`src/rtl/i2c_regs_pkg.sv`:
```
package i2c_regs_pkg;

    localparam int DATA_W = 8;
    localparam int PTR_W  = 5;

    typedef enum logic [2:0] {
        ST_IDLE,
        ST_DEV,
        ST_DEV_ACK,
        ST_PTR,
        ST_PTR_ACK,
        ST_DATA,
        ST_DATA_ACK,
        ST_SKIP
    } bus_state_e;

    typedef struct packed {
        logic scl;
        logic sda;
        logic scl_rise;
        logic scl_fall;
        logic start;
        logic stop;
    } bus_ev_t;

    typedef struct packed {
        logic              en;
        logic [PTR_W-1:0]  addr;
        logic [DATA_W-1:0] data;
    } wr_req_t;

    function automatic logic [PTR_W-1:0] ptr_step(input logic [PTR_W-1:0] p,
                                                  input logic [PTR_W-1:0] last);
        return (p == last) ? '0 : p + PTR_W'(1);
    endfunction

    function automatic logic ptr_byte_ok(input logic [DATA_W-1:0] b,
                                         input logic [PTR_W-1:0] last);
        return (b[DATA_W-1:PTR_W] == '0) && (b[PTR_W-1:0] <= last);
    endfunction

endpackage

```
`src/rtl/i2c_line_sync.sv`:
```
module i2c_line_sync
    import i2c_regs_pkg::*;
#(
    parameter int STAGES = 2
) (
    input  logic    clk,
    input  logic    rst,
    input  logic    scl_i,
    input  logic    sda_i,
    output bus_ev_t ev
);
    logic [STAGES-1:0] scl_q, sda_q;
    logic              scl_d, sda_d;

    always_ff @(posedge clk) begin
        if (rst) begin
            scl_q <= '1;
            sda_q <= '1;
            scl_d <= 1'b1;
            sda_d <= 1'b1;
        end else begin
            scl_q <= {scl_q[STAGES-2:0], scl_i};
            sda_q <= {sda_q[STAGES-2:0], sda_i};
            scl_d <= scl_q[STAGES-1];
            sda_d <= sda_q[STAGES-1];
        end
    end

    always_comb begin
        ev.scl      = scl_q[STAGES-1];
        ev.sda      = sda_q[STAGES-1];
        ev.scl_rise = ev.scl & ~scl_d;
        ev.scl_fall = ~ev.scl & scl_d;
        ev.start    = ev.scl & scl_d & sda_d & ~ev.sda;
        ev.stop     = ev.scl & scl_d & ~sda_d & ev.sda;
    end
endmodule

```
`src/rtl/i2c_wr_fsm.sv`:
```
module i2c_wr_fsm
    import i2c_regs_pkg::*;
#(
    parameter int              NUM_REGS = 19,
    parameter logic [6:0]      DEV_ADDR = 7'b0010011
) (
    input  logic    clk,
    input  logic    rst,
    input  bus_ev_t ev,
    output logic    sda_oe,
    output wr_req_t wr
);
    localparam logic [PTR_W-1:0]  LAST_REG = PTR_W'(NUM_REGS - 1);
    localparam logic [DATA_W-1:0] DEV_BYTE = {DEV_ADDR, 1'b0};

    bus_state_e        state;
    logic [3:0]        bit_cnt;
    logic [DATA_W-1:0] shreg;
    logic [PTR_W-1:0]  ptr;
    logic              accept;
    logic              rx_state;

    always_comb begin
        rx_state = (state == ST_DEV) || (state == ST_PTR) || (state == ST_DATA);
        case (state)
            ST_DEV:  accept = (shreg == DEV_BYTE);
            ST_PTR:  accept = ptr_byte_ok(shreg, LAST_REG);
            ST_DATA: accept = 1'b1;
            default: accept = 1'b0;
        endcase
    end

    always_ff @(posedge clk) begin
        if (rst) begin
            state   <= ST_IDLE;
            bit_cnt <= '0;
            shreg   <= '0;
            ptr     <= '0;
            sda_oe  <= 1'b0;
            wr      <= '0;
        end else begin
            wr.en <= 1'b0;
            if (ev.start) begin
                state   <= ST_DEV;
                bit_cnt <= '0;
                sda_oe  <= 1'b0;
            end else if (ev.stop) begin
                state   <= ST_IDLE;
                bit_cnt <= '0;
                sda_oe  <= 1'b0;
            end else if (rx_state) begin
                if (ev.scl_rise && bit_cnt < 4'd8) begin
                    shreg   <= {shreg[DATA_W-2:0], ev.sda};
                    bit_cnt <= bit_cnt + 4'd1;
                end else if (ev.scl_fall && bit_cnt == 4'd8) begin
                    bit_cnt <= '0;
                    if (accept) begin
                        sda_oe <= 1'b1;
                        case (state)
                            ST_DEV:  state <= ST_DEV_ACK;
                            ST_PTR: begin
                                state <= ST_PTR_ACK;
                                ptr   <= shreg[PTR_W-1:0];
                            end
                            default: begin
                                state   <= ST_DATA_ACK;
                                wr.en   <= 1'b1;
                                wr.addr <= ptr;
                                wr.data <= shreg;
                                ptr     <= ptr_step(ptr, LAST_REG);
                            end
                        endcase
                    end else begin
                        state <= ST_SKIP;
                    end
                end
            end else if (ev.scl_fall) begin
                case (state)
                    ST_DEV_ACK:  begin sda_oe <= 1'b0; state <= ST_PTR;  end
                    ST_PTR_ACK:  begin sda_oe <= 1'b0; state <= ST_DATA; end
                    ST_DATA_ACK: begin sda_oe <= 1'b0; state <= ST_DATA; end
                    default: ;
                endcase
            end
        end
    end


    ptr_range_chk: assert property (@(posedge clk) disable iff (rst) ptr <= LAST_REG);

    stb_pulse_chk: assert property (@(posedge clk) disable iff (rst) wr.en |=> !wr.en);

    write_in_ack_chk: assert property (@(posedge clk) disable iff (rst)
        wr.en |-> (state == ST_DATA_ACK) && sda_oe);

    oe_rise_low_chk: assert property (@(posedge clk) disable iff (rst)
        $rose(sda_oe) |-> !ev.scl);

    idle_quiet_chk: assert property (@(posedge clk) disable iff (rst)
        (state == ST_IDLE) |-> !sda_oe);
endmodule

```
`src/rtl/i2c_reg_bank.sv`:
```
module i2c_reg_bank
    import i2c_regs_pkg::*;
#(
    parameter int NUM_REGS = 19
) (
    input  logic                       clk,
    input  logic                       rst,
    input  wr_req_t                    wr,
    output logic [NUM_REGS*DATA_W-1:0] regs_flat
);
    logic [NUM_REGS-1:0][DATA_W-1:0] regs;

    always_ff @(posedge clk) begin
        if (rst) begin
            regs <= '0;
        end else if (wr.en) begin
            for (int k = 0; k < NUM_REGS; k++) begin
                if (wr.addr == PTR_W'(k)) regs[k] <= wr.data;
            end
        end
    end

    assign regs_flat = regs;


    bank_store_chk: assert property (@(posedge clk) disable iff (rst)
        wr.en |=> regs[$past(wr.addr)] == $past(wr.data));
endmodule

```
`src/rtl/i2c_reg_slave.sv`:
```
module i2c_reg_slave
    import i2c_regs_pkg::*;
#(
    parameter int         NUM_REGS    = 19,
    parameter logic [6:0] DEV_ADDR    = 7'b0010011,
    parameter int         SYNC_STAGES = 2
) (
    input  logic                       clk,
    input  logic                       rst,
    input  logic                       scl_i,
    input  logic                       sda_i,
    output logic                       sda_oe_o,
    output logic                       wr_stb_o,
    output logic [PTR_W-1:0]           wr_addr_o,
    output logic [DATA_W-1:0]          wr_data_o,
    output logic [NUM_REGS*DATA_W-1:0] regs_o
);
    bus_ev_t ev;
    wr_req_t wr;

    i2c_line_sync #(.STAGES(SYNC_STAGES)) u_sync (
        .clk(clk), .rst(rst), .scl_i(scl_i), .sda_i(sda_i), .ev(ev)
    );

    i2c_wr_fsm #(.NUM_REGS(NUM_REGS), .DEV_ADDR(DEV_ADDR)) u_fsm (
        .clk(clk), .rst(rst), .ev(ev), .sda_oe(sda_oe_o), .wr(wr)
    );

    i2c_reg_bank #(.NUM_REGS(NUM_REGS)) u_bank (
        .clk(clk), .rst(rst), .wr(wr), .regs_flat(regs_o)
    );

    assign wr_stb_o  = wr.en;
    assign wr_addr_o = wr.addr;
    assign wr_data_o = wr.data;
endmodule

```
`config.mk`:
```
export PLATFORM = sky130hd
export DESIGN_NAME = i2c_reg_slave
export DESIGN_NICKNAME = d
export VERILOG_FILES = /design/src/rtl/i2c_regs_pkg.sv /design/src/rtl/i2c_line_sync.sv /design/src/rtl/i2c_wr_fsm.sv /design/src/rtl/i2c_reg_bank.sv /design/src/rtl/i2c_reg_slave.sv
export SDC_FILE = /design/constraint.sdc
export NUM_CORES = 1
export LEC_CHECK = 0
export BUFFER_PORTS_ARGS = -buffer_cell sky130_fd_sc_hd__buf_2
export CAP_MARGIN = 20
export CORE_MARGIN = 2
export CORE_UTILIZATION = 45
export DETAILED_ROUTE_END_ITERATION = 6
export PLACE_DENSITY = 0.74
export SYNTH_ARGS = -nofsm -noshare
export SYNTH_HDL_FRONTEND = slang
export SYNTH_SLANG_ARGS = --single-unit
```
`constraint.sdc`:
```
create_clock -name clk -period 2 [get_ports clk]
set_clock_uncertainty 0.1 [all_clocks]
set_input_delay 0.3 -clock clk [delete_from_list [all_inputs] [get_ports clk]]
set_output_delay 0.3 -clock clk [all_outputs]
set_load 0.01 [all_outputs]
```
==> out/results.ini <==
[worst_setup_path]
crit_fanout = 13
crit_family = simple AND/OR/NAND/NOR gates
cp-start-kind = flop
crit_slowest_cell = dfxtp_1
worst-setup-path-type = flop to flop
worstPathArrival_ns = 2.11
r2r-end = u_fsm.wr[9]$_SDFFE_PP0P_
critPathRequiredTime_ns = 2.21
path_buf_inv = 1
r2r_cells = 6
r2r_start = u_fsm.state[2]$_SDFFE_PP0P_
path_cells = and3b_1, o211ai_4, a211oi_4, buf_12, mux2i_1, nor2_1
r2r_slack_ns = 0.1
end_kind = flop
cpPeakStageDelay_ns = 0.40

[synthesis]
synth_nets = 805
synth.cell_area_um2 = 7475
async_flop_share = 0
synth_warnings = 0
ys_types = 53
ys.flop_type = dfxtp_1
synth_edf_count = 0
ys_seq_area_frac = 0.5169
synth_top_area_share = 0.5169
synth_cells = 797
yosysTopAreaCell = dfxtp_1
synth-seq-cells = 193
synth_area_leaders = dfxtp_1 52%, mux2i_1 15%, nor2_1 6.3%
avgSynthCellArea_um2 = 9.379

[power]
ir_worst_vdd_mv = 0.6384
combinationalPowerShare = 0.013
p_sw_frac = 0.2258
seq_power_share = 0.516
p_leak_nw = 4.020
internal_power_mw = 5.782
power_frac_clock = 0.471
power.total_mw = 7.468
pwr_density_cell_nw_per_um2 = 798.4
switchingPower_mw = 1.686

[finish]
layout-drive-gt1-share = 0.2774
final_cell_mix = 193 x dfxtp_1, 169 x buf_2, 125 x nor2_1
area_growth_pct = 25.14
num-fill-cells = 1462
fin_nets = 979
instances_no_fill = 1204
layout_commonest_cell = dfxtp_1
diodes = 0

[timing]
report.final.slew_viol_count = 0
setup_viol = 0
finalSetupTns_ns = 0
hold_violations = 0
rsz0062_at_grt = false
max_clock_freq_mhz = 526.2
fin_crit_ns = 1.900
relSlewSlack = 0.5945
fin_crit_sh = 0.9502
fin_ws_ns = 0.09962
holdWs_ns = 0.06774
tightestPinTransition_ns = 0.6006

[clocking]
cts_setup_buffers = 0
htreeDepth = 4
numCtsBuffers = 17
clk_pin_slew_ns = 0.07
cts_tree = built
root_buffer = clkbuf_16
cts.sinks = 193
ctsLongestPathBuffers = 2
clock_latency_ns = 0.43

[die]
core_area_um2 = 16410
num_rows = 47
fp.dieH_um = 132.9
die_area_um2 = 17660
initial_core_util = 0.4556
die_x_um = 132.9
pin_count = 171

[placed_design]
detailedPlacementHpwl_um = 13330
place_congestion = 0.8140
io_buffers = 170
place_ws_ns = 0.1114
placedCellCount = 1170

[detailed_routing]
vias_per_cell = 5.162
drc = 0
firstDrtPassIters = 7
drtIter0Drc = 474
vias = 6215
ant_nets = 0
finalWirelength_um = 19240
wire_per_inst_um = 15.98

[global_routing]
overflow = 0
antenna_found_initial = 0
grt_pass1_vias = 5439
grt_max_degree = 86
grt_usage = 0.2145
grt_pass1_wl_um = 29840

[min_path]
hp-start = rst
holdCritPathClass = primary input to flop
min_path_cells = 2
whs_endpoint = u_bank.regs_flat[133]$_SDFFE_PP0P_

[status]
outcome = completed

[flow_run]
max_cap_violations = 0

[flip-flops by register name (all words and copies together), names as in the netlist]
| signal | count |
|---|---|
| u_fsm.sda_oe | 1 |
| u_fsm.state | 3 |
| u_sync.sda_q | 2 |
| u_fsm.shreg | 8 |
| u_sync.scl_d | 1 |
| u_sync.scl_q | 2 |
| u_fsm.ptr | 5 |
| u_fsm.bit_cnt | 4 |
| u_fsm.wr | 14 |
| u_sync.sda_d | 1 |
| u_bank.regs_flat | 152 |
[synthesized netlist by cell type (3+ instances only)]
cell and number:
or2_2 6, a211oi_1 3, nand2_1 91, nand3_1 59, a31oi_1 3, nor2_1 125, inv_1 5, ha_1 4
nor2b_1 5, buf_4 4, nor3_1 3, dfxtp_1 193, a21oi_1 75, buf_2 16, o21ai_0 5, and3b_1 3
mux2i_1 114, clkbuf_1 36
[worst register-to-register path, cell delays in order, from the launching register on]
cell and delay, ns:
dfxtp_1 0.40, and3b_1 0.40, o211ai_4 0.16, a211oi_4 0.27, buf_12 0.19, mux2i_1 0.21, nor2_1 0.05
[timing repair]
item,in CTS,in global routing
endpoints found under the setup margin,0,19
hold buffers,2,0
endpoints found under the hold margin,2,0
resized for setup,0,4
[kinds of logic (layout without fill, tap and decap cells)]
family,Yosys count,in the layout,share of synthesized area
mux,114,114,0.1527
fa+ha+maj,4,4,0.006696
flops,193,193,0.5169
simple gates,319,319,0.1985
xor+xnor,3,3,0.003516
compound gates,98,98,0.07767
buf+inv,66,253,0.04402
[power groups by stage]
stage / combinational, mW / clock [mW] / sequential (mW)
6_report: 0.0997 / 3.52 / 3.85
5_1_grt: 0.109 / 3.74 / 3.85
4_1_cts: 0.0999 / 3.59 / 3.85
3_5_place_dp: 0.0971 / 0 / 3.94
3_3_place_gp: 0.0979 / 0 / 3.94
2_1_floorplan: 0.0754 / 0 / 3.94
[per-layer routing]
metal	up-vias	GRT usage	routed length [µm]
met4	0	0.06332	273
met1	2943	0.2841	8527
met5	-	0	0
met2	200	0.3486	9214
met3	21	0.05211	1224
li1	3051	-	-
[how the worst max path moves through the flow]
stage | start | end | slack [ns] | depth (start not counted)
detailed placement | u_fsm.wr[13]$_SDFF_PP0_ | u_bank.regs_flat[36]$_SDFFE_PP0P_ | 0.11 | 5
floorplan | u_fsm.bit_cnt[0]$_SDFFE_PP0P_ | u_fsm.wr[12]$_SDFFE_PP0P_ | 0.21 | 8
global placement | u_fsm.bit_cnt[0]$_SDFFE_PP0P_ | u_fsm.wr[10]$_SDFFE_PP0P_ | 0.15 | 8
global route | u_fsm.bit_cnt[0]$_SDFFE_PP0P_ | u_fsm.ptr[2]$_SDFFE_PP0P_ | 0.00003 | 7
CTS | u_fsm.wr[13]$_SDFF_PP0_ | u_bank.regs_flat[39]$_SDFFE_PP0P_ | 0.08 | 5
finish | u_fsm.state[2]$_SDFFE_PP0P_ | u_fsm.wr[9]$_SDFFE_PP0P_ | 0.1 | 6
[final cells by class]
class	instances	area, µm²	area share
multi-input cells	538	3306	0.3534
clock buffers	17	425.4	0.04548
well taps	220	275.3	0.02943
clock inverters	15	191.4	0.02047
flip-flops and latches	193	3864	0.4131
inverters	5	18.77	0.002006
repair buffers	216	1274	0.1362
[through the flow]
| stage | util | cell area (µm²) |
|---|---|---|
| after floorplan | - | 7475 |
| after global placement | 0.5304 | 8702 |
| after detailed placement | 0.5304 | 8702 |
| after CTS | 0.5692 | 9339 |
| after global routing | 0.5701 | 9354 |
| final | 0.5701 | 9354 |
Power figures use the tool's default switching activity.
